File: config.mk
export PLATFORM = sky130hd
export DESIGN_NAME = ir_rle_encoder
export DESIGN_NICKNAME = d
export VERILOG_FILES = /design/src/rtl/ir_rle_pkg.sv /design/src/rtl/ir_rle_sync.sv /design/src/rtl/ir_rle_tick.sv /design/src/rtl/ir_rle_filter.sv /design/src/rtl/ir_rle_packer.sv /design/src/rtl/ir_rle_encoder.sv
export SDC_FILE = /design/constraint.sdc
export NUM_CORES = 1
export LEC_CHECK = 0
export BUFFER_PORTS_ARGS = -buffer_cell sky130_fd_sc_hd__buf_2
export CAP_MARGIN = 40
export CORE_UTILIZATION = 51
export DETAILED_ROUTE_END_ITERATION = 8
export HOLD_SLACK_MARGIN = 0.08
export PLACE_DENSITY = 0.7
export SLEW_MARGIN = 20
export SYNTH_ARGS = -nofsm -noshare
export SYNTH_HDL_FRONTEND = slang
export SYNTH_SLANG_ARGS = --single-unit
File: constraint.sdc
create_clock -name clk -period 7.1 [get_ports clk]
set_input_delay 1.065 -clock clk [delete_from_list [all_inputs] [get_ports clk]]
set_output_delay 1.065 -clock clk [all_outputs]
set_load 0.05 [all_outputs]
File: src/rtl/ir_rle_pkg.sv
package ir_rle_pkg;
  localparam int RUN_LEN_W = 7;
  localparam int RUN_MAX   = 1 << RUN_LEN_W;

  typedef struct packed {
    logic                 active;
    logic [RUN_LEN_W-1:0] len_m1;
  } run_byte_t;
endpackage

File: src/rtl/ir_rle_sync.sv
module ir_rle_sync (
  input  logic clk,
  input  logic rst_n,
  input  logic d,
  output logic q
);
  logic meta;
  always_ff @(posedge clk or negedge rst_n) begin
    if (!rst_n) begin
      meta <= 1'b0;
      q    <= 1'b0;
    end else begin
      meta <= d;
      q    <= meta;
    end
  end
endmodule

File: src/rtl/ir_rle_tick.sv
module ir_rle_tick #(
  parameter int DIV = 64
) (
  input  logic clk,
  input  logic rst_n,
  input  logic en,
  output logic tick
);
  localparam int CW = (DIV > 1) ? $clog2(DIV) : 1;
  localparam logic [CW-1:0] LAST = CW'(DIV - 1);

  logic [CW-1:0] cnt;

  always_ff @(posedge clk or negedge rst_n) begin
    if (!rst_n)          cnt <= '0;
    else if (!en)        cnt <= '0;
    else if (cnt == LAST) cnt <= '0;
    else                 cnt <= cnt + 1'b1;
  end

  assign tick = en && (cnt == LAST);
endmodule

File: src/rtl/ir_rle_filter.sv
module ir_rle_filter #(
  parameter int NOISE_W = 6
) (
  input  logic               clk,
  input  logic               rst_n,
  input  logic               clr,
  input  logic               step,
  input  logic               smp,
  input  logic [NOISE_W-1:0] nthr,
  output logic               lvl
);
  // pend counts consecutive samples that disagree with the accepted level
  logic [NOISE_W:0] pend;

  always_ff @(posedge clk or negedge rst_n) begin
    if (!rst_n) begin
      lvl  <= 1'b0;
      pend <= '0;
    end else if (clr) begin
      lvl  <= 1'b0;
      pend <= '0;
    end else if (step) begin
      if (smp == lvl) begin
        pend <= '0;
      end else if (pend >= {1'b0, nthr}) begin
        lvl  <= ~lvl;
        pend <= '0;
      end else begin
        pend <= pend + 1'b1;
      end
    end
  end
endmodule

File: src/rtl/ir_rle_packer.sv
module ir_rle_packer
  import ir_rle_pkg::*;
#(
  parameter int IDLE_SCALE = 128,
  parameter int IDLE_W     = 8
) (
  input  logic              clk,
  input  logic              rst_n,
  input  logic              clr,
  input  logic              step,
  input  logic              lvl,
  input  logic [IDLE_W-1:0] idle_thr,
  output logic              out_valid,
  output run_byte_t         out_byte,
  output logic              out_eop
);
  localparam int IW = IDLE_W + $clog2(IDLE_SCALE) + 1;
  localparam int CW = RUN_LEN_W + 1;
  localparam logic [CW-1:0] CNT_MAX = CW'(RUN_MAX);

  logic          in_pkt, cur;
  logic [CW-1:0] cnt, cnt_m1;
  logic [IW-1:0] idl, idl_inc, limit;

  assign limit   = IW'((32'(idle_thr) + 32'd1) * 32'(IDLE_SCALE));
  assign idl_inc = idl + 1'b1;
  assign cnt_m1  = cnt - 1'b1;

  always_ff @(posedge clk or negedge rst_n) begin
    if (!rst_n) begin
      in_pkt    <= 1'b0;
      cur       <= 1'b0;
      cnt       <= '0;
      idl       <= '0;
      out_valid <= 1'b0;
      out_eop   <= 1'b0;
      out_byte  <= '0;
    end else begin
      out_valid <= 1'b0;
      out_eop   <= 1'b0;
      if (clr) begin
        in_pkt <= 1'b0;
        cur    <= 1'b0;
        cnt    <= '0;
        idl    <= '0;
      end else if (step) begin
        if (!in_pkt) begin
          if (lvl) begin
            in_pkt <= 1'b1;
            cur    <= 1'b1;
            cnt    <= CW'(1);
            idl    <= '0;
          end
        end else if (!lvl && idl_inc == limit) begin
          // close the packet: flush the trailing quiet run with this sample
          out_valid       <= 1'b1;
          out_eop         <= 1'b1;
          out_byte.active <= 1'b0;
          out_byte.len_m1 <= (cnt == CNT_MAX) ? '1 : cnt[RUN_LEN_W-1:0];
          in_pkt          <= 1'b0;
          cur             <= 1'b0;
          cnt             <= '0;
          idl             <= '0;
        end else begin
          idl <= lvl ? '0 : idl_inc;
          if (lvl == cur) begin
            if (cnt == CNT_MAX) begin
              out_valid       <= 1'b1;
              out_byte.active <= cur;
              out_byte.len_m1 <= '1;
              cnt             <= CW'(1);
            end else begin
              cnt <= cnt + 1'b1;
            end
          end else begin
            out_valid       <= 1'b1;
            out_byte.active <= cur;
            out_byte.len_m1 <= cnt_m1[RUN_LEN_W-1:0];
            cur             <= lvl;
            cnt             <= CW'(1);
          end
        end
      end
    end
  end
endmodule

File: src/rtl/ir_rle_encoder.sv
module ir_rle_encoder
  import ir_rle_pkg::*;
#(
  parameter int DIV        = 64,
  parameter int IDLE_SCALE = 128,
  parameter int NOISE_W    = 6,
  parameter int IDLE_W     = 8
) (
  input  logic                 clk,
  input  logic                 rst_n,
  input  logic                 ir_in,
  input  logic                 mod_en,
  input  logic                 rx_en,
  input  logic                 invert,
  input  logic [NOISE_W-1:0]   noise_thr,
  input  logic [IDLE_W-1:0]    idle_thr,
  output logic                 out_valid,
  output logic [RUN_LEN_W:0]   out_byte,
  output logic                 out_eop
);
  logic      en, synced, act, tick, tick_d, flt;
  run_byte_t pk_byte;

  assign en = mod_en & rx_en;

  ir_rle_sync u_sync (.clk(clk), .rst_n(rst_n), .d(ir_in), .q(synced));

  assign act = synced ^ invert;

  ir_rle_tick #(.DIV(DIV)) u_tick (
    .clk(clk), .rst_n(rst_n), .en(en), .tick(tick)
  );

  ir_rle_filter #(.NOISE_W(NOISE_W)) u_filt (
    .clk(clk), .rst_n(rst_n), .clr(!en), .step(tick),
    .smp(act), .nthr(noise_thr), .lvl(flt)
  );

  // filter result settles one clock after the tick; packer steps then
  always_ff @(posedge clk or negedge rst_n) begin
    if (!rst_n) tick_d <= 1'b0;
    else        tick_d <= tick & en;
  end

  ir_rle_packer #(.IDLE_SCALE(IDLE_SCALE), .IDLE_W(IDLE_W)) u_pack (
    .clk(clk), .rst_n(rst_n), .clr(!en), .step(tick_d), .lvl(flt),
    .idle_thr(idle_thr), .out_valid(out_valid), .out_byte(pk_byte),
    .out_eop(out_eop)
  );

  assign out_byte = pk_byte;
endmodule

After elaboration in Yosys (flattened, before gate mapping) --
Cells that the tools add are included.
Word-level totals: flip-flop bits (word level) 53
Cells by class: add/sub/neg operators 6, eq/ne operators 12, mux-type cells 48, reduce and logical (&&, ||, !) cells 7, bitwise operators 4, magnitude comparators 1
Operators with widths (count):
- $mux 16 | 6
- $mux 8 | 10
- $mux 7 | 5
- $mux 1 | 25
- $add 16x1->16 const B | 1
- $eq 16x16->1 | 1
- $mux 6 | 2
- $add 8x1->9 const B | 1
- $add 8x1->8 const B | 1
- $eq 8x8->1 const B | 1
- $add 7x1->7 const B | 1
- $ge 7x6->1 | 1
- $sub 7x1->7 const B | 1
- $add 6x1->6 const B | 1
- $eq 6x6->1 const B | 1
- $ne 2x1->1 const B | 3
- $ne 3x1->1 const B | 2
- $reduce_and 3->1 | 2
- $ne 4x4->1 const B | 1
- $reduce_and 4->1 | 1
- $and 1x1->1 | 2
- $eq 1x1->1 | 2
- $logic_and 1x1->1 | 2
- $ne 2x2->1 const B | 1
- 4 further kinds | 4

Depth between registers and ports, before layout --
Gate-level depths: netlist of the first run.
depth after elaboration 7, mapped depth 12, depth with buffers taken out 10

By module --
From an unflattened synthesis of the first run, not the netlist that was laid out.
Second synthesis, totals: cells, all modules 426, area total of the unflattened synthesis 3757.4 um^2
By module, submodules not included:
- ir_rle_packer | times used 1, seq. area each 900.9 um^2, area each 2797.7 um^2, cells an instance 327
- ir_rle_filter | times used 1, seq. area each 200.2 um^2, area each 586.8 um^2, cells an instance 65
- ir_rle_tick | times used 1, seq. area each 150.1 um^2, area each 272.8 um^2, cells an instance 27
- ir_rle_encoder | times used 1, seq. area each 25.0 um^2, area each 50.0 um^2, cells an instance 5
- ir_rle_sync | times used 1, seq. area each 50.0 um^2, area each 50.0 um^2, cells an instance 2

Worst setup path after synthesis of the first run --
No wires, ideal clock.
path type input to register, start point in idle_thr[1], end point reg, netlist name u_pack.out_byte[1], setup time 0.125 ns, setup slack 3.885 ns, path buffers 0, data required time 6.975 ns, arrival time 3.090 ns, stages on the path 8, cells stage by stage nand3_1 nor2_1 xnor3_1 or4_4 nor4b_4 nand3b_2 a21oi_4 mux2_4
On the way: word-level cells in the longest chain between the ends 5, elaborated cells on any way between the ends 6, classes of those cells add/sub: 1; eq/ne: 2; mux: 1; reduce/logical: 2
RTL lines:
- from (decl) | RTL line ir_rle_encoder.sv:16 | input logic [IDLE_W-1:0] idle_thr,
- $add 8x1->9 * | RTL line ir_rle_packer.sv:25 | assign limit = IW'((32'(idle_thr) + 32'd1) * 32'(IDLE_SCALE));
- $eq 16x16->1 * | RTL line ir_rle_packer.sv:54 | end else if (!lvl && idl_inc == limit) begin
- $logic_and 1x1->1 * | RTL line ir_rle_packer.sv:54
- $ne 3x1->1 (no source line)
- $reduce_and 4->1 (no source line)
Every way passes the cells marked *; elsewhere a longest branch is shown, timed or not. A chain may end at the register's enable or synchronous reset.

Final worst setup path of the first run --
start point reg u_pack.idl[0], end point reg, netlist name u_pack.out_byte[1]
On the way: word-level cells in the longest chain between the ends 5, elaborated cells on any way between the ends 6, classes of those cells add/sub: 1; eq/ne: 2; mux: 1; reduce/logical: 2
RTL lines:
- from (decl) | RTL line ir_rle_packer.sv:23 | logic [IW-1:0] idl, idl_inc, limit;
- from (signal assigned) | RTL line ir_rle_packer.sv:65 | idl <= lvl ? '0 : idl_inc;
- $add 16x1->16 * | RTL line ir_rle_packer.sv:26 | assign idl_inc = idl + 1'b1;
- $eq 16x16->1 * | RTL line ir_rle_packer.sv:54
- $logic_and 1x1->1 * | RTL line ir_rle_packer.sv:54
- $ne 3x1->1 (no source line)
- $reduce_and 4->1 (no source line)
Marks and branches as above.

==> results.env, run 1 <==
CRITICAL_PATH_REQUIRED_PS=7310
NETLIST_AREA_PRE_PLACE_UM2=3580
CP_SLOWEST_CELL='sky130_fd_sc_hd__dfrtp_1'
PLACE.GP.CONGESTION=0.855
POST_CTS_BUFFERS=0
SYNTH_WARNINGS=0
FINAL_NET_COUNT=448
GRT.TOTAL_USAGE=0.224
DETAIL_ROUTE.ITER0.VIOLATIONS=179
POSTLAYOUTCOREUTIL=0.567
DRT-TOTAL-WL_UM=7810
CELL_BY_CELL_TRACE_OF_THE_CRITICAL_PATH='ha_1 -> nand4_4 -> nor4_4 -> xnor3_1 -> or4_4 -> nor4b_4 -> nand3b_2 -> a21oi_4 -> mux2_4'
SYN2LAYOUT_AREA_GROWTH_PCT=7.54
LAYOUT.CELLS.MOST_COMMON='sky130_fd_sc_hd__dfrtp_1'
HOLDWS_PS=357
DETAILROUTE.VIA_COUNT=3013
MAX_STAGE_DELAY_PS=510
POST-ROUTE-WORST-SETUP-SLACK_PS=3250
POST_CTS.RESIZED_INSTANCES=0
ASYNC_RESET_FF_FRAC=1.00
POST-LAYOUT-TOTAL-POWER_uW=516
HOLD_PATH_END='u_sync.q$_DFF_PN0_'
SYNTH_FP_NETS=428
CTS-BUFFERS-INSERTED=5
SETUP-VIOLATIONS-FINAL=0
REPORT.FINAL.SLEW_VIOL_COUNT=0
H-TREE-DEPTH=2
NUMBER_OF_ANTENNA_VIOLATIONS_AT_THE_FIRST_CHECK_IN_GLOBAL_ROUTING=0
ROUTEDWLPERCELL_UM=15.3
CRITICAL_PATH.MAX_FANOUT=20
ANTENNA_CELL_COUNT=0
SETUP_TNS_PS=0
DIE-AREA_UM2=7370
YS_FF_LATCH=53
WORST-SLEW-PIN-TRANSITION_PS=826
P_SEQ_FRAC=0.588
WORST_HOLD_PATH.NUM_CELLS=0
WORST-R2R-CELL-COUNT=9
CRITPATHLAUNCHTYPE='flip-flop'
OUTCOME='completed'
NETLIST-CELL-TYPE-COUNT=61
MAX_FREQ_MHz=260
POST-ROUTE-DRC-COUNT=0
TRITONCTS='yes'
GRT_PASS1_WL_UM=13300
FINAL_MIN_PERIOD_OVER_CLOCK_PERIOD=0.542
CHIPHEIGHT_UM=85.8
CLOCKPOWERSHARE=0.334
DIE_WIDTH_UM=85.8
WORST_SETUP_PATH_END_KIND='flip-flop'
CTS_NUM_SINKS=53
VIASPERCELL=5.90
INITIAL_STANDARD_CELL_UTILIZATION_OF_THE_CORE=0.527
CLK_SKEW_PS=7.54
SETUP.REG_TO_REG.WORST_SLACK_PS=3250
PIN_COUNT_OF_THE_BIGGEST_NET_ENTERING_GLOBAL_ROUTING=54
FINAL_CELL_MIX='sky130_fd_sc_hd__dfrtp_1, sky130_fd_sc_hd__nand2_1, sky130_fd_sc_hd__nor2_1, sky130_fd_sc_hd__buf_2, sky130_fd_sc_hd__xnor2_1'
MAX_CAP_VIOL_COUNT=0
WORST_HOLD_PATH_TYPE='flip-flop to flip-flop'
PORTBUFFERS=29
R2R_END='u_pack.out_byte[1]$_DFFE_PN0P_'
CLK_PIN_SLEW_PS=100
CTS_ROOT_BUFFER='sky130_fd_sc_hd__clkbuf_8'
MAX_SLEW_MARGIN=0.447
POWER_FRAC_COMB=0.078
DPL-INSTANCE-AREA_UM2=3760
HOLD_PATH_STARTPOINT='u_sync.meta$_DFF_PN0_'
POWER.NET_SWITCHING_uW=128
FINAL_LAYOUT_SIZE_SUFFIX_GT1_FRAC=0.128
CLOCK_LATENCY_PS=310
TIMING.FINAL.CRIT_PERIOD_PS=3850
CTS_MAX_PATH_BUFFERS=2
SYNTH.AVG_CELL_AREA_UM2=9.10
FINAL_CELL_COUNT_NO_FILL=511
CRITPATHARRIVALTIME_PS=4050
POWER_REPORT.INTERNAL_TOTAL_uW=388
IOS=30
SYNTH_SEQUENTIAL_AREA_RATIO=0.370
PRIMARY_FLIP_FLOP_CELL_CHOSEN_BY_SYNTHESIS_MAPPING='sky130_fd_sc_hd__dfrtp_1'
HOLD_VIOL=0
CELLPOWERDENSITY_nW_PER_UM2=134
WORST-SETUP-PATH-TYPE='flip-flop to flip-flop'
ROWS=30
GRT_PASS1_VIAS=2784
PLACED_CELLS_INCL_TAPS=502
CORE_AREA_UM2=6790
FINAL_INSTANCE_AREA_UM2=3850
DRT_FIRST_PASS_ITERS=5
HPWLAFTERDP_UM=5570
SWSHARE=0.248
NUMBER_OF_SYNTHESIZED_FLOPS_WITH_AN_ENABLE_PIN=0
RR_STARTPOINT='u_pack.idl[0]$_DFFE_PN0P_'
STATIC_LEAKAGE_POWER_nW=1.70
GRT.OVERFLOW.TOTAL=0
WORST_IR_DROP_VDD_mV=0.0731
GRT_SETUP_UNREPAIRED='false'
PRE_CTS_SLACK_PS=3160
CTS_HOLD_REPAIR.BUFFERS=0
POST_SYNTH_INST_COUNT=394
FINAL_ANTENNA_NET_COUNT=0
==> metal layers <==
metal | wire, µm | vias up | GRT usage
li1 | - | 1487 | -
met1 | 3660 | 1448 | 0.316
met2 | 3750 | 70 | 0.364
met3 | 286 | 8 | 0.0241
met4 | 108 | 0 | 0.0652
met5 | 0 | - | 0
==> final cells by class <==
class,instances,area [µm²]
fillers,637,2940
multi-input cells,302,2080
clock inverters,2,15.0
repair buffers,32,165
well taps,96,120
flip-flops and latches,53,1330
clock buffers,6,72.6
inverters,20,75.1
==> flip-flops by register name, indices dropped and copies added, names as in the netlist <==
name              flops
u_pack.idl           16
u_pack.cnt            8
u_pack.out_byte       8
u_filt.pend           7
u_tick.cnt            6
tick_d                1
u_filt.lvl            1
u_pack.cur            1
u_pack.in_pkt         1
u_pack.out_eop        1
u_pack.out_valid      1
u_sync.meta           1
u_sync.q              1
==> cell families after synthesis <==
| family | count (synthesis) | synth area share |
|---|---|---|
| AND/OR/NAND/NOR | 155 | 0.239 |
| AO/OA/AOI/OAI | 88 | 0.170 |
| flip-flops | 53 | 0.370 |
| buffers and inverters | 39 | 0.0496 |
| XOR/XNOR | 35 | 0.0894 |
| adder cells (fa/ha/maj) | 14 | 0.0489 |
| multiplexers | 10 | 0.0325 |
==> worst max path at each step <==
stage                     slack (ps)                      start  depth (start not counted)                             end
after CTS                       3250  u_pack.idl[0]$_DFFE_PN0P_                          9  u_pack.out_byte[1]$_DFFE_PN0P_
after global placement          3220                idle_thr[0]                          9  u_pack.out_byte[4]$_DFFE_PN0P_
after floorplan                 3890                idle_thr[1]                          8  u_pack.out_byte[1]$_DFFE_PN0P_
after detailed placement        3160                idle_thr[0]                          9  u_pack.out_byte[1]$_DFFE_PN0P_
after global routing            3060  u_pack.idl[0]$_DFFE_PN0P_                          9  u_pack.out_byte[1]$_DFFE_PN0P_
final                           3250  u_pack.idl[0]$_DFFE_PN0P_                          9  u_pack.out_byte[1]$_DFFE_PN0P_
==> power by group through the flow <==
| stage | registers [mW] | logic [mW] | clock network [mW] |
|---|---|---|---|
| 6_report | 0.303 | 0.0400 | 0.172 |
| 3_5_place_dp | 0.309 | 0.0405 | 0 |
| 2_1_floorplan | 0.309 | 0.0219 | 0 |
| 5_1_grt | 0.303 | 0.0454 | 0.188 |
| 3_3_place_gp | 0.309 | 0.0390 | 0 |
| 4_1_cts | 0.303 | 0.0407 | 0.177 |
==> Yosys cell counts (8+ instances only) <==
master | count | share of area
sky130_fd_sc_hd__o21ai_0 | 15 | 0.021
sky130_fd_sc_hd__xor2_1 | 11 | 0.027
sky130_fd_sc_hd__a31oi_1 | 16 | 0.028
sky130_fd_sc_hd__and3_1 | 13 | 0.023
sky130_fd_sc_hd__inv_1 | 20 | 0.021
sky130_fd_sc_hd__clkbuf_1 | 11 | 0.012
sky130_fd_sc_hd__a22o_1 | 8 | 0.020
sky130_fd_sc_hd__nor3_1 | 17 | 0.024
sky130_fd_sc_hd__xnor2_1 | 23 | 0.056
sky130_fd_sc_hd__ha_1 | 14 | 0.049
sky130_fd_sc_hd__nand2_1 | 31 | 0.032
sky130_fd_sc_hd__a21oi_1 | 10 | 0.014
sky130_fd_sc_hd__dfrtp_1 | 53 | 0.37
sky130_fd_sc_hd__nor2_1 | 30 | 0.031
sky130_fd_sc_hd__nand3_1 | 21 | 0.029
sky130_fd_sc_hd__nor4_1 | 9 | 0.016
==> worst max-delay path, delay by kind of cell (launching register included) <==
| kind | cells | cell delay [ps] |
|---|---|---|
| AO/OA/AOI/OAI | 1 | 440 |
| XOR/XNOR | 1 | 290 |
| adder cells (fa/ha/maj) | 1 | 410 |
| flip-flops | 1 | 510 |
| multiplexers | 1 | 330 |
| AND/OR/NAND/NOR | 5 | 1760 |
Note: power is estimated with default switching activity, not from simulation.
==> run 2: changes to the inputs <==
ABC_AREA = 1   (was default)
PLACE_DENSITY = 0.72   (was 0.7)
clock period = 3.2 ns   (was 7.1 ns; I/O delays follow)
==> results.env, run 2 <==
CELLPOWERDENSITY_nW_PER_UM2=296
SYNTH_MOST_COMMON_CELL='sky130_fd_sc_hd__nand2_1'
WORST-R2R-CELL-COUNT=13
SETUP.REG_TO_REG.WORST_SLACK_PS=670
POWER_FRAC_COMB=0.070
ROUTEDWLPERCELL_UM=12.4
HOLD_VIOL=0
WORST_SETUP_PATH_END_KIND='flip-flop'
CTS_MAX_PATH_BUFFERS=2
HPWLAFTERDP_UM=6480
POST_SYNTH_INST_COUNT=544
POST_CTS.RESIZED_INSTANCES=0
POWER_REPORT.INTERNAL_TOTAL_uW=927
CORE_AREA_UM2=6870
OUTCOME='completed'
IOS=30
SYNTH_AREA_LEADER_CELL='sky130_fd_sc_hd__dfrtp_1'
WORST-SETUP-PATH-TYPE='flip-flop to flip-flop'
GRT_PASS1_VIAS=3286
CLK_SKEW_PS=12.4
YS_FF_LATCH=53
CRITPATHLAUNCHTYPE='flip-flop'
SYN2LAYOUT_AREA_GROWTH_PCT=9.88
CLOCK_LATENCY_PS=310
INITIAL_STANDARD_CELL_UTILIZATION_OF_THE_CORE=0.537
TIMING.FINAL.CRIT_PERIOD_PS=2530
DETAILROUTE.VIA_COUNT=3500
PLACED_CELLS_INCL_TAPS=667
LAYOUT.CELLS.MOST_COMMON='sky130_fd_sc_hd__nand2_1'
DPL-INSTANCE-AREA_UM2=3950
FINAL_LAYOUT_SIZE_SUFFIX_GT1_FRAC=0.0900
FINAL_MIN_PERIOD_OVER_CLOCK_PERIOD=0.792
LARGEST_REGISTER_FF_COUNT=16
RR_STARTPOINT='u_pack.idl[0]$_DFFE_PN0P_'
PRE_CTS_SLACK_PS=662
CHIPHEIGHT_UM=87.0
ANTENNA_CELL_COUNT=0
CTS_HOLD_REPAIR.BUFFERS=0
CTS-BUFFERS-INSERTED=5
SYNTH_LARGEST_TYPE_AREA_FRACTION=0.360
R2R_END='u_pack.out_byte[6]$_DFFE_PN0P_'
CRITICAL_PATH_REQUIRED_PS=3400
H-TREE-DEPTH=2
GRT.TOTAL_USAGE=0.237
FILLCELLCOUNT=660
POST-ROUTE-WORST-SETUP-SLACK_PS=666
PLACE.GP.CONGESTION=0.889
CLK_PIN_SLEW_PS=100
NUMBER_OF_ANTENNA_VIOLATIONS_AT_THE_FIRST_CHECK_IN_GLOBAL_ROUTING=0
DRT-TOTAL-WL_UM=8360
DRT_FIRST_PASS_ITERS=6
VIASPERCELL=5.19
DIE-AREA_UM2=7570
PRIMARY_FLIP_FLOP_CELL_CHOSEN_BY_SYNTHESIS_MAPPING='sky130_fd_sc_hd__dfrtp_1'
DETAIL_ROUTE.ITER0.VIOLATIONS=351
PIN_COUNT_OF_THE_BIGGEST_NET_ENTERING_GLOBAL_ROUTING=29
POST-ROUTE-DRC-COUNT=0
FINAL_ANTENNA_NET_COUNT=0
SYNTH_FP_NETS=578
GRT_PASS1_WL_UM=14200
NETLIST_AREA_PRE_PLACE_UM2=3690
NETLIST_TOP_CELLS_AREA='sky130_fd_sc_hd__dfrtp_1, sky130_fd_sc_hd__nand2_1, sky130_fd_sc_hd__inv_1'
CRITICAL_PATH.MAX_FANOUT=17
WORST_HOLD_PATH_TYPE='primary input to asynchronous set/reset pin'
POST_CTS_BUFFERS=0
CTS_ROOT_BUFFER='sky130_fd_sc_hd__clkbuf_8'
HOLDWS_PS=155
FINAL_CELL_MIX='sky130_fd_sc_hd__nand2_1, sky130_fd_sc_hd__inv_1, sky130_fd_sc_hd__nor2_1, sky130_fd_sc_hd__dfrtp_1, sky130_fd_sc_hd__nand3_1'
GRT.OVERFLOW.TOTAL=0
GRT_SETUP_UNREPAIRED='false'
POWER.NET_SWITCHING_uW=273
REGMOSTFLOPS='u_pack.idl'
SETUP_TNS_PS=0
REPORT.FINAL.SLEW_VIOL_COUNT=0
WORST-SLEW-PIN-TRANSITION_PS=621
STATIC_LEAKAGE_POWER_nW=2.09
CLOCKPOWERSHARE=0.369
SYNTH_WARNINGS=0
DIE_WIDTH_UM=87.0
NUMBER_OF_SYNTHESIZED_FLOPS_WITH_AN_ENABLE_PIN=0
SWSHARE=0.228
SYNTH_COMMONEST_CELLS='sky130_fd_sc_hd__nand2_1, sky130_fd_sc_hd__inv_1, sky130_fd_sc_hd__nor2_1, sky130_fd_sc_hd__dfrtp_1, sky130_fd_sc_hd__nand3_1'
SETUP-VIOLATIONS-FINAL=0
CTS_NUM_SINKS=53
SYNTH_SEQUENTIAL_AREA_RATIO=0.360
SYNTH.AVG_CELL_AREA_UM2=6.78
FINAL_CELL_COUNT_NO_FILL=674
ASYNC_RESET_FF_FRAC=1.00
FINAL_NET_COUNT=612
P_SEQ_FRAC=0.561
MAX_CAP_VIOL_COUNT=0
FINAL_INSTANCE_AREA_UM2=4050
TRITONCTS='yes'
ROWS=30
REGISTERS_WITH_THE_HIGHEST_FLIP_FLOP_COUNTS='u_pack.idl x16, u_pack.cnt x8, u_pack.out_byte x8'
WORST_IR_DROP_VDD_mV=0.234
CRITPATHARRIVALTIME_PS=2730
PORTBUFFERS=29
MAX_FREQ_MHz=395
MAX_SLEW_MARGIN=0.584
NETLIST-CELL-TYPE-COUNT=27
[run 2: cell types whose count changed after synthesis, moves of 7 or more]
cell | previous run | this run
sky130_fd_sc_hd__nor2_1 | 30 | 59
sky130_fd_sc_hd__a31oi_1 | 16 | 0
sky130_fd_sc_hd__nor4_1 | 9 | 0
sky130_fd_sc_hd__o21ai_0 | 15 | 31
sky130_fd_sc_hd__nand2_1 | 31 | 178
sky130_fd_sc_hd__and3_1 | 13 | 0
sky130_fd_sc_hd__a22o_1 | 8 | 0
sky130_fd_sc_hd__inv_1 | 20 | 77
sky130_fd_sc_hd__a21o_1 | 7 | 0
sky130_fd_sc_hd__clkbuf_1 | 11 | 3
sky130_fd_sc_hd__nor3_1 | 17 | 9
sky130_fd_sc_hd__nand4_1 | 5 | 19
sky130_fd_sc_hd__xnor2_1 | 23 | 3
sky130_fd_sc_hd__nand3_1 | 21 | 45
[run 2: kinds of logic (layout without fill, tap and decap cells)]
| kind of cell | count (synthesis) | after routing | share of synthesized area |
|---|---|---|---|
| buf+inv | 84 | 118 | 0.0879 |
| xor+xnor | 20 | 20 | 0.0475 |
| simple gates | 326 | 326 | 0.387 |
| flops | 53 | 53 | 0.360 |
| compound gates | 47 | 47 | 0.0706 |
| fa+ha+maj | 14 | 14 | 0.0475 |
[run 2: layer usage]
layer | track usage | part of all wire
met2 | 0.412 | 0.47
met4 | 0.0712 | 0.014
met5 | 0 | 0
met3 | 0.0370 | 0.050
met1 | 0.304 | 0.46
[run 2: metrics by stage]
step	utilization	power (mW)
2_1_floorplan	-	0.730
3_3_place_gp	0.574	0.770
3_5_place_dp	0.574	0.772
4_1_cts	0.590	1.22
5_1_grt	0.590	1.25
6_report	0.590	1.20
[run 2: worst max path at each step]
| stage | start | to | slack (ps) | cells after the start |
|---|---|---|---|---|
| 4_1_cts | u_pack.idl[0]$_DFFE_PN0P_ | u_pack.out_byte[6]$_DFFE_PN0P_ | 680 | 14 |
| 2_1_floorplan | u_pack.idl[0]$_DFFE_PN0P_ | u_pack.out_byte[4]$_DFFE_PN0P_ | 1120 | 15 |
| 6_report | u_pack.idl[0]$_DFFE_PN0P_ | u_pack.out_byte[6]$_DFFE_PN0P_ | 670 | 13 |
| 5_1_grt | u_pack.idl[0]$_DFFE_PN0P_ | u_pack.out_byte[6]$_DFFE_PN0P_ | 400 | 14 |
| 3_3_place_gp | idle_thr[0] | u_pack.out_byte[4]$_DFFE_PN0P_ | 750 | 17 |
| 3_5_place_dp | idle_thr[0] | u_pack.out_byte[6]$_DFFE_PN0P_ | 660 | 17 |
[run 2: cell type report]
| class | instances | area (µm²) | share of cell area |
|---|---|---|---|
| clock buffer | 5 | 68.8 | 0.0170 |
| timing repair buffer | 32 | 168 | 0.0414 |
| sequential | 53 | 1330 | 0.327 |
| inverter | 79 | 297 | 0.0732 |
| tap | 96 | 120 | 0.0297 |
| multi-input combinational | 407 | 2040 | 0.503 |
| clock inverter | 2 | 35.0 | 0.00865 |
[run 2: worst max-delay path, cell delays in order (launching register included)]
cell,delay [ps]
sky130_fd_sc_hd__dfrtp_1,420
sky130_fd_sc_hd__ha_1,210
sky130_fd_sc_hd__nand3_1,130
sky130_fd_sc_hd__xor2_1,200
sky130_fd_sc_hd__nor2_1,120
sky130_fd_sc_hd__nand2_1,60
sky130_fd_sc_hd__nor2_1,180
sky130_fd_sc_hd__nand3_1,150
sky130_fd_sc_hd__nor2_4,240
sky130_fd_sc_hd__nand3_4,250
sky130_fd_sc_hd__nand2_2,170
sky130_fd_sc_hd__nand2_2,130
sky130_fd_sc_hd__nand2_1,100
sky130_fd_sc_hd__nand2_1,60
[run 2: power by group through the flow]
stage	Combinational [mW]	Clock, mW	Sequential [mW]
after global placement	0.0840	0	0.686
after global routing	0.0973	0.477	0.673
after floorplan	0.0435	0	0.686
final	0.0841	0.443	0.673
after detailed placement	0.0854	0	0.686
after CTS	0.0858	0.457	0.673
